==> config.mk <==
export PLATFORM = sky130hd
export DESIGN_NAME = pulse_period_meter
export DESIGN_NICKNAME = d
export VERILOG_FILES = /design/src/rtl/pm_pkg.sv /design/src/rtl/pm_sync.sv /design/src/rtl/pm_edge.sv /design/src/rtl/pm_ticker.sv /design/src/rtl/pm_period_unit.sv /design/src/rtl/pulse_period_meter.sv
export SDC_FILE = /design/constraint.sdc
export NUM_CORES = 1
export LEC_CHECK = 0
export ABC_AREA = 1
export BUFFER_PORTS_ARGS = -buffer_cell sky130_fd_sc_hd__clkbuf_2
export CAP_MARGIN = 15
export CORE_ASPECT_RATIO = 1.25
export CORE_UTILIZATION = 54
export DETAILED_ROUTE_END_ITERATION = 6
export HOLD_SLACK_MARGIN = 0.02
export PLACE_DENSITY_LB_ADDON = 0.1
export REMOVE_ABC_BUFFERS = 1
export SYNTH_ARGS = -nofsm -noshare
export SYNTH_HDL_FRONTEND = slang
export SYNTH_SLANG_ARGS = --single-unit
==> constraint.sdc <==
create_clock -name clk -period 4.1 [get_ports clk]
set_input_delay 0.82 -clock clk [delete_from_list [all_inputs] [get_ports clk]]
set_output_delay 0.82 -clock clk [all_outputs]
set_load 0.01 [all_outputs]
==> src/rtl/pm_pkg.sv <==
// Shared definitions for the pulse period meter.
// Assumes: nothing beyond IEEE 1800-2017.
package pm_pkg;

    // How the period is formed on each edge.
    typedef enum logic {
        PM_SUBTRACT = 1'b0,   // tick count minus stored timestamp
        PM_COUNT    = 1'b1    // run-length counter restarted at each edge
    } pm_mode_e;

endpackage

==> src/rtl/pm_sync.sv <==
// Multi-flop synchronizer for one asynchronous bit.
// Each stage resets to logic 1, so a high input at startup does not look
// like a rising edge. Assumes STAGES >= 2.
module pm_sync #(
    parameter int STAGES = 2
) (
    input  logic clk,
    input  logic rst_n,
    input  logic d_async,
    output logic q_sync
);

    logic [STAGES-1:0] chain_q;

    // Move the input down the flop chain, one stage per clock.
    always_ff @(posedge clk) begin
        if (!rst_n) begin
            chain_q <= '1;
        end else begin
            chain_q <= {chain_q[STAGES-2:0], d_async};
        end
    end

    assign q_sync = chain_q[STAGES-1];

endmodule

==> src/rtl/pm_edge.sv <==
// Rising-edge detector for a signal already in the clock domain.
// The previous-sample register resets to 1, so no edge can be reported
// in the first cycle after reset. Output is combinational.
module pm_edge (
    input  logic clk,
    input  logic rst_n,
    input  logic sig,
    output logic rise
);

    logic prev_q;

    // Keep last cycle's sample of the signal.
    always_ff @(posedge clk) begin
        if (!rst_n) begin
            prev_q <= 1'b1;
        end else begin
            prev_q <= sig;
        end
    end

    // New sample is 1 and old sample is 0: the value has gone up.
    assign rise = sig & ~prev_q;

endmodule

==> src/rtl/pm_ticker.sv <==
// Free-running tick counter, cleared by reset, +1 per clock.
// Assumes that wrap-around at TS_W bits is far enough away to ignore.
module pm_ticker #(
    parameter int TS_W = 64
) (
    input  logic            clk,
    input  logic            rst_n,
    output logic [TS_W-1:0] tick
);

    // Advance the time base by one tick each cycle.
    always_ff @(posedge clk) begin
        if (!rst_n) begin
            tick <= '0;
        end else begin
            tick <= tick + 1'b1;
        end
    end

endmodule

==> src/rtl/pm_period_unit.sv <==
// Stores timestamp and period on each edge and produces the strobe and
// the valid flag. MODE picks how the period is formed. Both variants
// saturate at all-ones. Assumes PER_W < TS_W.
module pm_period_unit
    import pm_pkg::*;
#(
    parameter int       TS_W  = 64,
    parameter int       PER_W = 32,
    parameter pm_mode_e MODE  = PM_SUBTRACT
) (
    input  logic             clk,
    input  logic             rst_n,
    input  logic             rise,
    input  logic [TS_W-1:0]  tick,
    output logic             strobe,
    output logic [TS_W-1:0]  stamp,
    output logic [PER_W-1:0] period,
    output logic             valid
);

    localparam logic [PER_W-1:0] PER_MAX = {PER_W{1'b1}};

    logic [PER_W-1:0] per_next;
    logic             seen_one_q;

    generate
        if (MODE == PM_SUBTRACT) begin : g_sub
            logic [TS_W-1:0] gap;
            logic            gap_over;

            // Distance from the stored timestamp; the old value is read
            // here and replaced only at the next clock edge.
            always_comb begin
                gap      = tick - stamp;
                gap_over = |gap[TS_W-1:PER_W];
                per_next = gap_over ? PER_MAX : gap[PER_W-1:0];
            end
        end else begin : g_cnt
            logic [PER_W-1:0] run_q;

            // Run length since the last edge; the edge cycle itself
            // counts as one, so the value matches the tick difference.
            always_ff @(posedge clk) begin
                if (!rst_n) begin
                    run_q <= '0;
                end else if (rise) begin
                    run_q <= {{(PER_W-1){1'b0}}, 1'b1};
                end else if (run_q != PER_MAX) begin
                    run_q <= run_q + 1'b1;
                end
            end

            assign per_next = run_q;
        end
    endgenerate

    // Store timestamp, period and flags when an edge is detected.
    always_ff @(posedge clk) begin
        if (!rst_n) begin
            strobe     <= 1'b0;
            stamp      <= '0;
            period     <= '0;
            valid      <= 1'b0;
            seen_one_q <= 1'b0;
        end else begin
            strobe <= rise;
            if (rise) begin
                stamp      <= tick;
                period     <= per_next;
                seen_one_q <= 1'b1;
                valid      <= valid | seen_one_q;
            end
        end
    end

endmodule

==> src/rtl/pulse_period_meter.sv <==
// Top level of the pulse period and timestamp meter: synchronizer, edge
// detector, tick counter and period unit. All outputs are registered.
// Assumes pulse_in is asynchronous and every consumer uses clk.
module pulse_period_meter
    import pm_pkg::*;
#(
    parameter int       TS_W        = 64,
    parameter int       PER_W       = 32,
    parameter int       SYNC_STAGES = 2,
    parameter pm_mode_e MODE        = PM_SUBTRACT
) (
    input  logic             clk,
    input  logic             rst_n,
    input  logic             pulse_in,
    output logic             edge_stb,
    output logic [TS_W-1:0]  stamp_q,
    output logic [PER_W-1:0] period_q,
    output logic             period_ok
);

    logic            pulse_s;
    logic            pulse_rise;
    logic [TS_W-1:0] tick;

    pm_sync #(.STAGES(SYNC_STAGES)) u_sync (
        .clk     (clk),
        .rst_n   (rst_n),
        .d_async (pulse_in),
        .q_sync  (pulse_s)
    );

    pm_edge u_edge (
        .clk   (clk),
        .rst_n (rst_n),
        .sig   (pulse_s),
        .rise  (pulse_rise)
    );

    pm_ticker #(.TS_W(TS_W)) u_ticker (
        .clk   (clk),
        .rst_n (rst_n),
        .tick  (tick)
    );

    pm_period_unit #(.TS_W(TS_W), .PER_W(PER_W), .MODE(MODE)) u_period (
        .clk    (clk),
        .rst_n  (rst_n),
        .rise   (pulse_rise),
        .tick   (tick),
        .strobe (edge_stb),
        .stamp  (stamp_q),
        .period (period_q),
        .valid  (period_ok)
    );

endmodule

==> results.tsv, run 1 <==
stage	metric	value	unit
clocking	cts.htree.levels	4	
clocking	clkTransAtPathRegs	70	ps
global_routing	grt_first_pass_wirelength	72.1	mm
worst_setup_path	worstReg2RegStart	u_ticker.tick[0]	
routing	ant_nets	0	
worst_setup_path	slowest_stage	nor2_4	
die	die_y	175	um
finish	drive_gt1_share	7.12	%
global_routing	overflow	0	
finish	nNetsFinal	2431	
hold_path	hold-path-cell-count	1	
worst_setup_path	r2r_cells	19	
placed_design	portBuffers	100	
synth	synth.distinct_cells	37	
timing	fin_crit_sh	89.2	%
worst_setup_path	startpoint_type	flip-flop	
die	coreArea	0.0232	sq mm
placed_design	hpwlAfterDp	36.9	mm
routing	wl_per_cell	17.1	um
worst_setup_path	startpoint	u_ticker.tick[0]	
worst_setup_path	ff2ff_setup_slack	440	ps
global_routing	antenna_found_initial	0	
die	initial_core_util	55.6	%
synth	synth_top_cell_by_area	dfxtp_1	
timing	min_period	3660	ps
die	rows	62	
placed_design	place_congestion	1.07	
timing	fin_skew	12.7	ps
die	die_area	0.0245	sq mm
synth	synth.avg_cell_area	5.66	sq um
routing	remaining_drc_errors	0	
job	cap_violations	0	
timing	setup_viol	0	
synth	yosysTopAreaCellShare	25.8	%
finish	area_growth	10.4	%
timing	setup_tns	0	ps
global_routing	grt_max_degree	76	
routing	viasPerCell	5.31	
worst_setup_path	path_max_fanout	32	
worst_setup_path	worst-endpoint-arrival	3960	ps
finish	antenna_cells	0	
hold_path	min_from	u_sync.chain_q[0]	
synth	netlist_area	0.0129	sq mm
timing	hold_viol_final	0	
synth	async_flop_share	0	%
power	p_total	4330	uW
timing	worstMarginPinSlew	1140	ps
clocking	cts_hold_buffers	0	
synth	synth_commonest_cells	718 x nand2_1, 495 x inv_1, 228 x nor2_1	
timing	rsz0062_at_grt	false	
hold_path	min_path_type	reg -> reg	
global_routing	grt_util_all_layers	38.7	%
clocking	cts_resized	0	
routing	drtIter0Drc	1001	
worst_setup_path	crit_top_cell	nand2_1	
synth	synthTopCellsByArea	dfxtp_1 26%, nand2_1 21%, inv_1 14%	
clocking	cts_sinks	166	
finish	multiInputGateArea	0.00754	sq mm
worst_setup_path	cpPeakStageDelay	600	ps
worst_setup_path	worstPathRequired	4400	ps
timing	fmax	0.274	GHz
power	ir_drop	0.295	mV
die	die_w	140	um
routing	drt_pass1_iterations	6	
synth	synth-seq-cells	166	
timing	whs	423	ps
finish	n_fill_cell	2359	
worst_setup_path	path_cells	inv_1, ha_1, fa_1, inv_1, nand3_1, nand2_1, nand3_1, nand3b_1, nand2_1, nand2_1, nand2_1, nand3_1, nand2_1, nor2_1, nand2_1, nor2_1, nand2_1, nor2_4, a21oi_1	
clocking	clockBufferDepth	2	
synth	synth-seq-area-share	25.8	%
clocking	clock_latency	470	ps
die	pin_count	101	
synth	yosysWarnings	0	
power	power_density	304	mW/mm^2
run_status	outcome	complete, no violations	
global_routing	grt_pass1_vias	13500	
worst_setup_path	worstSetupEndpointType	flip-flop	
worst_setup_path	worstSetupPathType	reg -> reg	
clocking	cts_setup_buffers	0	
routing	wl	45.6	mm
clocking	root_buffer	clkbuf_16	
timing	slew_violations	0	
power	p_leak	0.00743	uW
synth	synth_edf_count	0	
routing	vias	14100	
synth	synth_most_common_cell	nand2_1	
clocking	cts_made_buffers	17	
timing	slew_headroom	24.0	%
synth	synth_cells	2277	
synth	synth_ff_type	dfxtp_1	
clocking	cts_tree	yes	
finish	seqCellArea	0.00332	sq mm
layer usage:
| metal | global-route usage, % | routed length (um) | up-vias |
|---|---|---|---|
| li1 | - | - | 7158 |
| met4 | 28.0 | 3410 | 0 |
| met3 | 6.69 | 2590 | 167 |
| met1 | 40.5 | 17100 | 6275 |
| met2 | 69.7 | 22500 | 533 |
| met5 | 0 | 0 | - |
flip-flops by register name, indices dropped and copies added (netlist names):
name                 flops
u_period.stamp          64
u_sync.chain_q           2
u_period.strobe          1
u_period.period         32
u_period.seen_one_q      1
u_period.valid           1
u_edge.prev_q            1
u_ticker.tick           64
per-stage QoR:
stage	setup slack [ps]	area, sq um	util [%]	instances
after global routing	134	14200	61.4	2663
after detailed placement	486	13700	58.9	2632
after floorplan	-2490	12700	-	2235
after global placement	570	13700	58.9	2632
final	444	14200	61.4	2663
after CTS	476	14200	61.4	2663
report_power, final:
part / leakage (uW) / internal (uW) / switching (uW)
clock network: 0.000279 / 920 / 749
registers: 0.00134 / 1650 / 23.9
logic: 0.00581 / 284 / 708
total: 0.00743 / 2850 / 1480
area by class of cell:
type,instances,area share (%)
Multi-Input combinational cell,1573,52.9
Clock buffer,19,3.11
Timing Repair Buffer,109,4.01
Sequential cell,166,23.3
Clock inverter,12,1.00
Inverter,496,13.1
Tap cell,288,2.53
final timing paths:
path / endpoint
worst max-delay path: u_period.period[26]
worst min-delay path: u_sync.chain_q[1]
worst max register to register: u_period.period[26]
worst min register to register: u_sync.chain_q[1]
critical path, delay by kind of cell (launching register included):
family                     cells  cell delay, ps
adders and majority gates      2             670
DFF                            1             380
AOI/OAI and AO/OA              1             160
and+or+nand+nor               14            2120
buffers and inverters          2             160
cells by family (layout without fill, tap and decap cells):
kind of cell               count (synthesis)  in the layout  share of synthesized area (%)
buffers and inverters                    538            636                           15.8
AOI/OAI and AO/OA                        312            312                           12.5
adders and majority gates                 65             65                           6.36
xor gates and xnor gates                  39             39                           2.65
and+or+nand+nor                         1157           1157                           36.9
DFF                                      166            166                           25.8
layout by cell type (no fill, tap or decap), types with 5 or more instances in the layout:
cell type	count
ha_1	64
nor3_1	56
nor2_1	227
clkbuf_16	17
o21ai_0	124
inv_1	494
dfxtp_1	166
xor2_1	37
clkbuf_2	99
nand2_1	718
a21oi_1	171
nand4_1	26
nor4_1	10
o21a_1	8
and3_1	5
buf_4	10
nand3_1	76
nor2_2	10
No activity file was read; power rests on OpenSTA's default activity.
==> run 2: changes to the inputs <==
- BUFFER_PORTS_ARGS: -buffer_cell sky130_fd_sc_hd__clkbuf_2 -> unset
- DONT_BUFFER_PORTS: unset -> 1
==> results.tsv, run 2 (synthesis gave the netlist of run 1 again) <==
stage	metric	value	unit	change
timing	setup_viol	0		unchanged
placed_design	place_congestion	1.06		-0.13%
clocking	clockBufferDepth	2		unchanged
clocking	root_buffer	clkbuf_16		
timing	fin_crit_sh	84.5	%	-4.7 points
placed_design	placement.cell_area	0.0131	sq mm	-3.8%
clocking	clkTransAtPathRegs	60	ps	about the same
finish	final_util	59.3	%	-2.1 points
die	rows	62		unchanged
finish	area_growth	6.60	%	
timing	fmax	0.289	GHz	+5.5%
worst_setup_path	cpPeakStageDelay	440	ps	-160 ps
power	p_int	2910	uW	+2.0%
worst_setup_path	crit_buf_inv	3		+1
worst_setup_path	worst-endpoint-arrival	3780	ps	-180 ps
power	ir_drop	0.282	mV	-4.3%
clocking	cts_resized	0		unchanged
clocking	cts_hold_buffers	0		unchanged
worst_setup_path	worstSetupEndpointType	flip-flop		
worst_setup_path	path_max_fanout	32		unchanged
die	coreArea	0.0232	sq mm	unchanged
worst_setup_path	worstReg2RegStart	u_ticker.tick[0]		
clocking	cts_tree	yes		
routing	drt_pass1_iterations	5		-1
worst_setup_path	critPathTopFamily	simple AND/OR/NAND/NOR gates		
power	p_leak	0.00697	uW	-6.2%
global_routing	antenna_found_initial	0		unchanged
job	cap_violations	0		unchanged
worst_setup_path	worstPathRequired	4410	ps	about the same
timing	slew_headroom	27.6	%	+3.6 points
placed_design	portBuffers	0		-100%
timing	fin_skew	9.80	ps	-2.93 ps
worst_setup_path	slowest_stage	fa_1		
clocking	cts_made_buffers	17		unchanged
hold_path	min_from	u_sync.chain_q[0]		
finish	multiInputGateArea	0.00754	sq mm	unchanged
worst_setup_path	r2r_cells	18		-1
power	seqPwrFrac	38.9	%	+0.3 points
power	p_total	4340	uW	+0.28%
clocking	cts.htree.levels	4		unchanged
routing	ant_nets	0		unchanged
die	pin_count	101		unchanged
worst_setup_path	ff2ff_setup_slack	640	ps	+190 ps
routing	wl	44.2	mm	-3.0%
worst_setup_path	path_cells	inv_1, ha_1, fa_1, inv_1, nand3_1, nand2_1, nand3_1, nand3b_1, nand3_1, nand4_1, nand2_1, nor2_1, nand2_1, nor2_1, nand2_1, nor2_4, buf_4, a21oi_1		
global_routing	grt_max_degree	136		+79%
finish	largestRegisters	u_period.stamp (64), u_ticker.tick (64), u_period.period (32)		
die	die_w	140	um	unchanged
worst_setup_path	startpoint_type	flip-flop		
finish	drive_gt1_share	2.90	%	-4.2 points
clocking	cts_sinks	166		unchanged
routing	remaining_drc_errors	0		unchanged
power	power_switching	1430	uW	-3.1%
routing	drtIter0Drc	882		-12%
routing	vias	13600		-3.6%
die	die_area	0.0245	sq mm	unchanged
hold_path	min_path_type	reg -> reg		
finish	final_common_cell	nand2_1		
finish	antenna_cells	0		unchanged
timing	worstMarginPinSlew	1080	ps	-55.7 ps
die	die_y	175	um	unchanged
global_routing	grt_pass1_vias	12900		-4.3%
power	clkPwrFrac	39.8	%	+1.3 points
finish	finalInstanceArea	0.0137	sq mm	-3.5%
run_status	outcome	complete, no violations		
global_routing	overflow	0		unchanged
global_routing	grt_util_all_layers	36.8	%	-1.9 points
timing	min_period	3460	ps	-192 ps
worst_setup_path	r2r-end	u_period.period[11]		
power	power_density	316	mW/mm^2	+3.9%
routing	wl_per_cell	17.3	um	+0.82%
worst_setup_path	crit_top_cell	nand2_1		
timing	hold_viol_final	0		unchanged
timing	slew_violations	0		unchanged
placed_design	hpwlAfterDp	36.0	mm	-2.4%
power	combinationalPowerShare	21.3	%	-1.6 points
routing	viasPerCell	5.32		+0.25%
timing	rsz0062_at_grt	false		
hold_path	min_to	u_sync.chain_q[1]		
clocking	cts_setup_buffers	0		unchanged
power	power_switching_share	33.0	%	-1.1 points
finish	n_fill_cell	2420		+2.6%
clocking	clock_latency	450	ps	-20 ps
worst_setup_path	worstSetupPathType	reg -> reg		
finish	seqCellArea	0.00332	sq mm	unchanged
hold_path	hold-path-cell-count	1		unchanged
global_routing	grt_first_pass_wirelength	68.7	mm	-4.7%
die	initial_core_util	55.6	%	unchanged
finish	mostFrequentLayoutCells	718 x nand2_1, 493 x inv_1, 227 x nor2_1, 171 x a21oi_1, 166 x dfxtp_1		
finish	nNetsFinal	2329		-4.2%
## run 2: cell count changes in the layout (fill, tap and decap cells not counted), moves of 3 or more
cell | before | now
buf_4 | 10 | 7
clkbuf_2 | 99 | 0
inv_6 | 4 | 1
clkbuf_1 | 1 | 4
## run 2: area by class of cell
cell class / instances / share of cell area [%]
tap: 288 / 2.62
clock inverter: 9 / 1.04
sequential: 166 / 24.2
clock buffer: 23 / 3.40
timing repair buffer: 7 / 0.382
multi-input combinational: 1573 / 54.8
inverter: 496 / 13.5
## run 2: worst max-delay path by stage
stage | start | to | cells past startpoint
floorplan | u_sync.chain_q[1] | u_period.stamp[12] | 5
global placement | u_period.stamp[42] | u_period.period[24] | 17
detailed placement | u_ticker.tick[0] | u_period.period[11] | 20
CTS | u_ticker.tick[0] | u_period.period[11] | 18
global route | u_period.stamp[42] | u_period.period[9] | 17
finish | u_ticker.tick[0] | u_period.period[11] | 18
## run 2: power groups by stage
stage               registers [uW]  logic, uW  clock network (uW)
finish                        1690        926                1730
global route                  1700       1030                1810
CTS                           1690        909                1730
detailed placement            1730        903                   0
global placement              1730        899                   0
floorplan                     1720        636                   0
## run 2: per-stage QoR
stage,setup slack (ps),std cells,setup TNS (ps),hold WS (ps)
after floorplan,-2490,2235,-126090,391
after global placement,788,2530,0,395
after detailed placement,743,2530,0,401
after CTS,720,2562,0,416
after global routing,424,2562,0,463
final,636,2562,0,413
## run 2: per-layer routing
metal	vias to the layer above	global-route usage, %	part of all wire [%]	routed length [um]
met5	-	0	0	0
met4	0	25.0	6.9	3030
met3	133	5.32	5.5	2430
met2	481	67.2	50	21900
met1	6072	39.1	38	16900
li1	6945	-	-	-
==> run 3: changes to the inputs <==
- ABC_AREA: 1 -> 0
- clock period: 4.1 -> 3.3 ns (I/O delays scaled with it)
==> results.tsv, run 3 <==
stage	metric	value	unit	change
power	p_int	3450	uW	+19%
synth	synth_most_common_cell	nand2_1		
worst_setup_path	worstSetupPathType	reg -> reg		
run_status	failed_checks	DRC, setup timing		
routing	highest_layer	met4		
timing	whs	292	ps	-121 ps
run_status	outcome	finished with violations		
worst_setup_path	worst-endpoint-arrival	4030	ps	+250 ps
power	power_switching_share	31.1	%	-1.9 points
worst_setup_path	startpoint_type	flip-flop		
routing	drt_pass1_iterations	7		+2
finish	antenna_cells	0		unchanged
synth	synth-seq-area-share	28.1	%	+2.3 points
synth	synth_top_cell_by_area	dfxtp_1		
finish	nNetsFinal	2079		-11%
placed_design	dp_cells	2246		-11%
worst_setup_path	r2r-end	u_period.period[2]		
clocking	clockBufferDepth	2		unchanged
job	cap_violations	0		unchanged
clocking	cts_made_buffers	17		unchanged
die	die_area	0.0225	sq mm	-8.2%
die	rows	60		-3.2%
worst_setup_path	cpPeakStageDelay	510	ps	+70 ps
timing	min_period	3710	ps	+248 ps
clocking	clock_latency	450	ps	about the same
hold_path	hold-path-cell-count	1		unchanged
timing	worstMarginPinSlew	775	ps	-309 ps
power	power_density	294	mW/mm^2	-7.0%
routing	m1WireLength	17.4	mm	+3.1%
global_routing	overflow	0		unchanged
synth	yosysTopAreaCellShare	28.1	%	+2.3 points
placed_design	place_congestion	1.03		-3.6%
finish	final_common_cell	buf_4		
clocking	cts.htree.levels	4		unchanged
clocking	cts_hold_buffers	0		unchanged
global_routing	grt_pass1_vias	13800		+6.7%
synth	synth_xor_area_share	6.44	%	+3.8 points
timing	fin_skew	19.4	ps	+9.64 ps
finish	seqCellArea	0.00334	sq mm	+0.38%
clocking	cts_sinks	166		unchanged
worst_setup_path	path_cells	inv_1, ha_1, buf_4, o211ai_1, a21oi_1, o21ai_2, a31oi_2, buf_4, or4_1, nand4_1, nand3_1, nor4_4, buf_6, clkbuf_16, a21oi_1		
routing	drtIter0Drc	969		+9.9%
synth	yosysWarnings	0		unchanged
global_routing	grt_max_degree	168		+24%
timing	slew_violations	0		unchanged
routing	wl_per_cell	21.3	um	+23%
synth	synthMuxAreaShare	0.835	%	+0.84 points
routing	dr_wl_met2	24.4	mm	+11%
finish	n_fill_cell	1423		-41%
worst_setup_path	startpoint	u_period.stamp[3]		
synth	synth_compound_area_share	24.0	%	+12 points
finish	multiInputGateArea	0.00855	sq mm	+13%
placed_design	hpwlAfterDp	36.4	mm	+0.99%
power	combinationalPowerShare	17.1	%	-4.2 points
synth	synth_commonest_cells	256 x nand2_1, 166 x dfxtp_1, 141 x a21oi_1		
synth	synth_cells	1584		-30%
power	seqPwrFrac	40.8	%	+1.9 points
global_routing	antenna_found_initial	0		unchanged
routing	ant_nets	0		unchanged
timing	fmax	0.269	GHz	-6.7%
synth	synth.avg_cell_area	7.47	sq um	+32%
hold_path	min_from	rst_n		
synth	synth_edf_count	0		unchanged
finish	largestRegisters	u_period.stamp (64), u_ticker.tick (64), u_period.period (32)		
clocking	cts_tree	yes		
die	die_w	134	um	-4.2%
routing	wl	49.0	mm	+11%
timing	setup_viol	32		+32
timing	slew_headroom	48.3	%	+21 points
worst_setup_path	ff2ff_setup_slack	-410	ps	-1050 ps
synth	netlist_area	0.0118	sq mm	-8.3%
clocking	root_buffer	clkbuf_16		
die	initial_core_util	55.1	%	-0.49 points
power	clkPwrFrac	42.1	%	+2.3 points
synth	synth.distinct_cells	82		+120%
global_routing	grt_first_pass_wirelength	72.6	mm	+5.6%
worst_setup_path	slowest_stage	or4_1		
worst_setup_path	worstReg2RegStart	u_period.stamp[3]		
synth	synth_top_family_by_area	simple AND/OR/NAND/NOR gates		
worst_setup_path	worstSetupEndpointType	flip-flop		
timing	rsz0062_at_grt	true		
routing	viasPerCell	6.08		+14%
synth	async_flop_share	0	%	unchanged
clocking	clkTransAtPathRegs	90	ps	+30 ps
die	die_y	167	um	-4.2%
timing	fin_ws	-411	ps	-1050 ps
power	p_leak	0.00768	uW	+10%
global_routing	grt_util_all_layers	42.0	%	+5.1 points
timing	hold_viol_final	0		unchanged
power	power_switching	1560	uW	+8.6%
timing	fin_crit_sh	112	%	+28 points
power	ir_drop	0.360	mV	+28%
finish	area_growth	44.0	%	
synth	synth_ff_type	dfxtp_1		
synth	synthSimpleGateAreaFrac	27.8	%	-9.2 points
routing	wl_met3	2.67	mm	+9.8%
synth	synth-seq-cells	166		unchanged
worst_setup_path	path_max_fanout	8		-75%
placed_design	portBuffers	0		unchanged
die	coreArea	0.0215	sq mm	-7.4%
worst_setup_path	worstPathRequired	3620	ps	-790 ps
worst_setup_path	r2r_cells	15		-3
routing	remaining_drc_errors	4		+4
hold_path	min_to	u_sync.chain_q[0]		
die	pin_count	101		unchanged
routing	vias	14000		+2.6%
synth	synth_fa_ha_area_share	6.94	%	+0.57 points
finish	drive_gt1_share	34.8	%	+32 points
hold_path	min_path_type	in -> reg		
finish	mostFrequentLayoutCells	480 x buf_4, 254 x nand2_1, 156 x dfxtp_1, 104 x a21oi_1, 88 x o21ai_0		
finish	fin_cells	2303		-10%
synth	synthTopCellsByArea	dfxtp_1 28%, nand2_1 8.1%, ha_1 6.8%		
==> run 3: power by group through the flow <==
stage	Combinational [uW]	Sequential (uW)	Clock (uW)
2_1_floorplan	459	2080	0
3_3_place_gp	665	2090	0
3_5_place_dp	676	2090	0
4_1_cts	797	2040	2100
5_1_grt	899	2040	2180
6_report	858	2040	2110
==> run 3: kinds of logic (layout without fill, tap and decap cells) <==
family,Yosys count,in the layout
compound gates,448,448
xor+xnor,87,87
fa+ha+maj,65,65
buf+inv,170,610
flops,166,166
mux,9,9
simple gates,639,639
==> run 3: cell type report <==
cell class                      instances  share of cell area, %
Sequential cell                       166                   19.6
Inverter                               82                   1.81
Tap cell                              279                   2.05
Multi-Input combinational cell       1248                   50.2
Clock inverter                         15                   1.06
Timing Repair Buffer                  496                   22.8
Clock buffer                           17                   2.50
==> run 3: repair_timing <==
item,CTS,global route
endpoints found under the setup margin,32,32
pin swaps,24,16
setup buffers,13,8
cloned,3,1
gates resized for setup,113,48
==> run 3: critical path, delay by kind of cell (launching register included) <==
family / cells / cell delay (ps)
flops: 1 / 330
fa+ha+maj: 1 / 310
compound gates: 5 / 1030
simple gates: 4 / 1140
buf+inv: 5 / 760
==> run 3: worst max-delay path by stage <==
stage                          endpoint  slack (ps)
finish               u_period.period[2]        -410
global route         u_period.period[2]        -580
CTS                 u_period.period[18]        -260
detailed placement  u_period.period[18]        -450
global placement     u_period.period[0]        -380
floorplan            u_period.period[0]       -1450
==> run 3: routing by layer <==
layer	vias to the layer above	track usage, %
li1	6463	-
met1	6641	42.8
met2	647	75.6
met3	240	5.99
met4	0	34.0
met5	-	0
==> run 3: through the flow <==
stage / total power (uW) / area, sq um / setup WS [ps] / utilization (%) / setup TNS [ps]
finish: 5010 / 17000 / -411 / 79.4 / -11990
global route: 5130 / 17000 / -580 / 79.4 / -16020
CTS: 4940 / 16700 / -256 / 77.7 / -7790
detailed placement: 2760 / 15400 / -450 / 71.6 / -12900
global placement: 2750 / 15400 / -381 / 71.6 / -12000
floorplan: 2540 / 11400 / -1450 / - / -65700
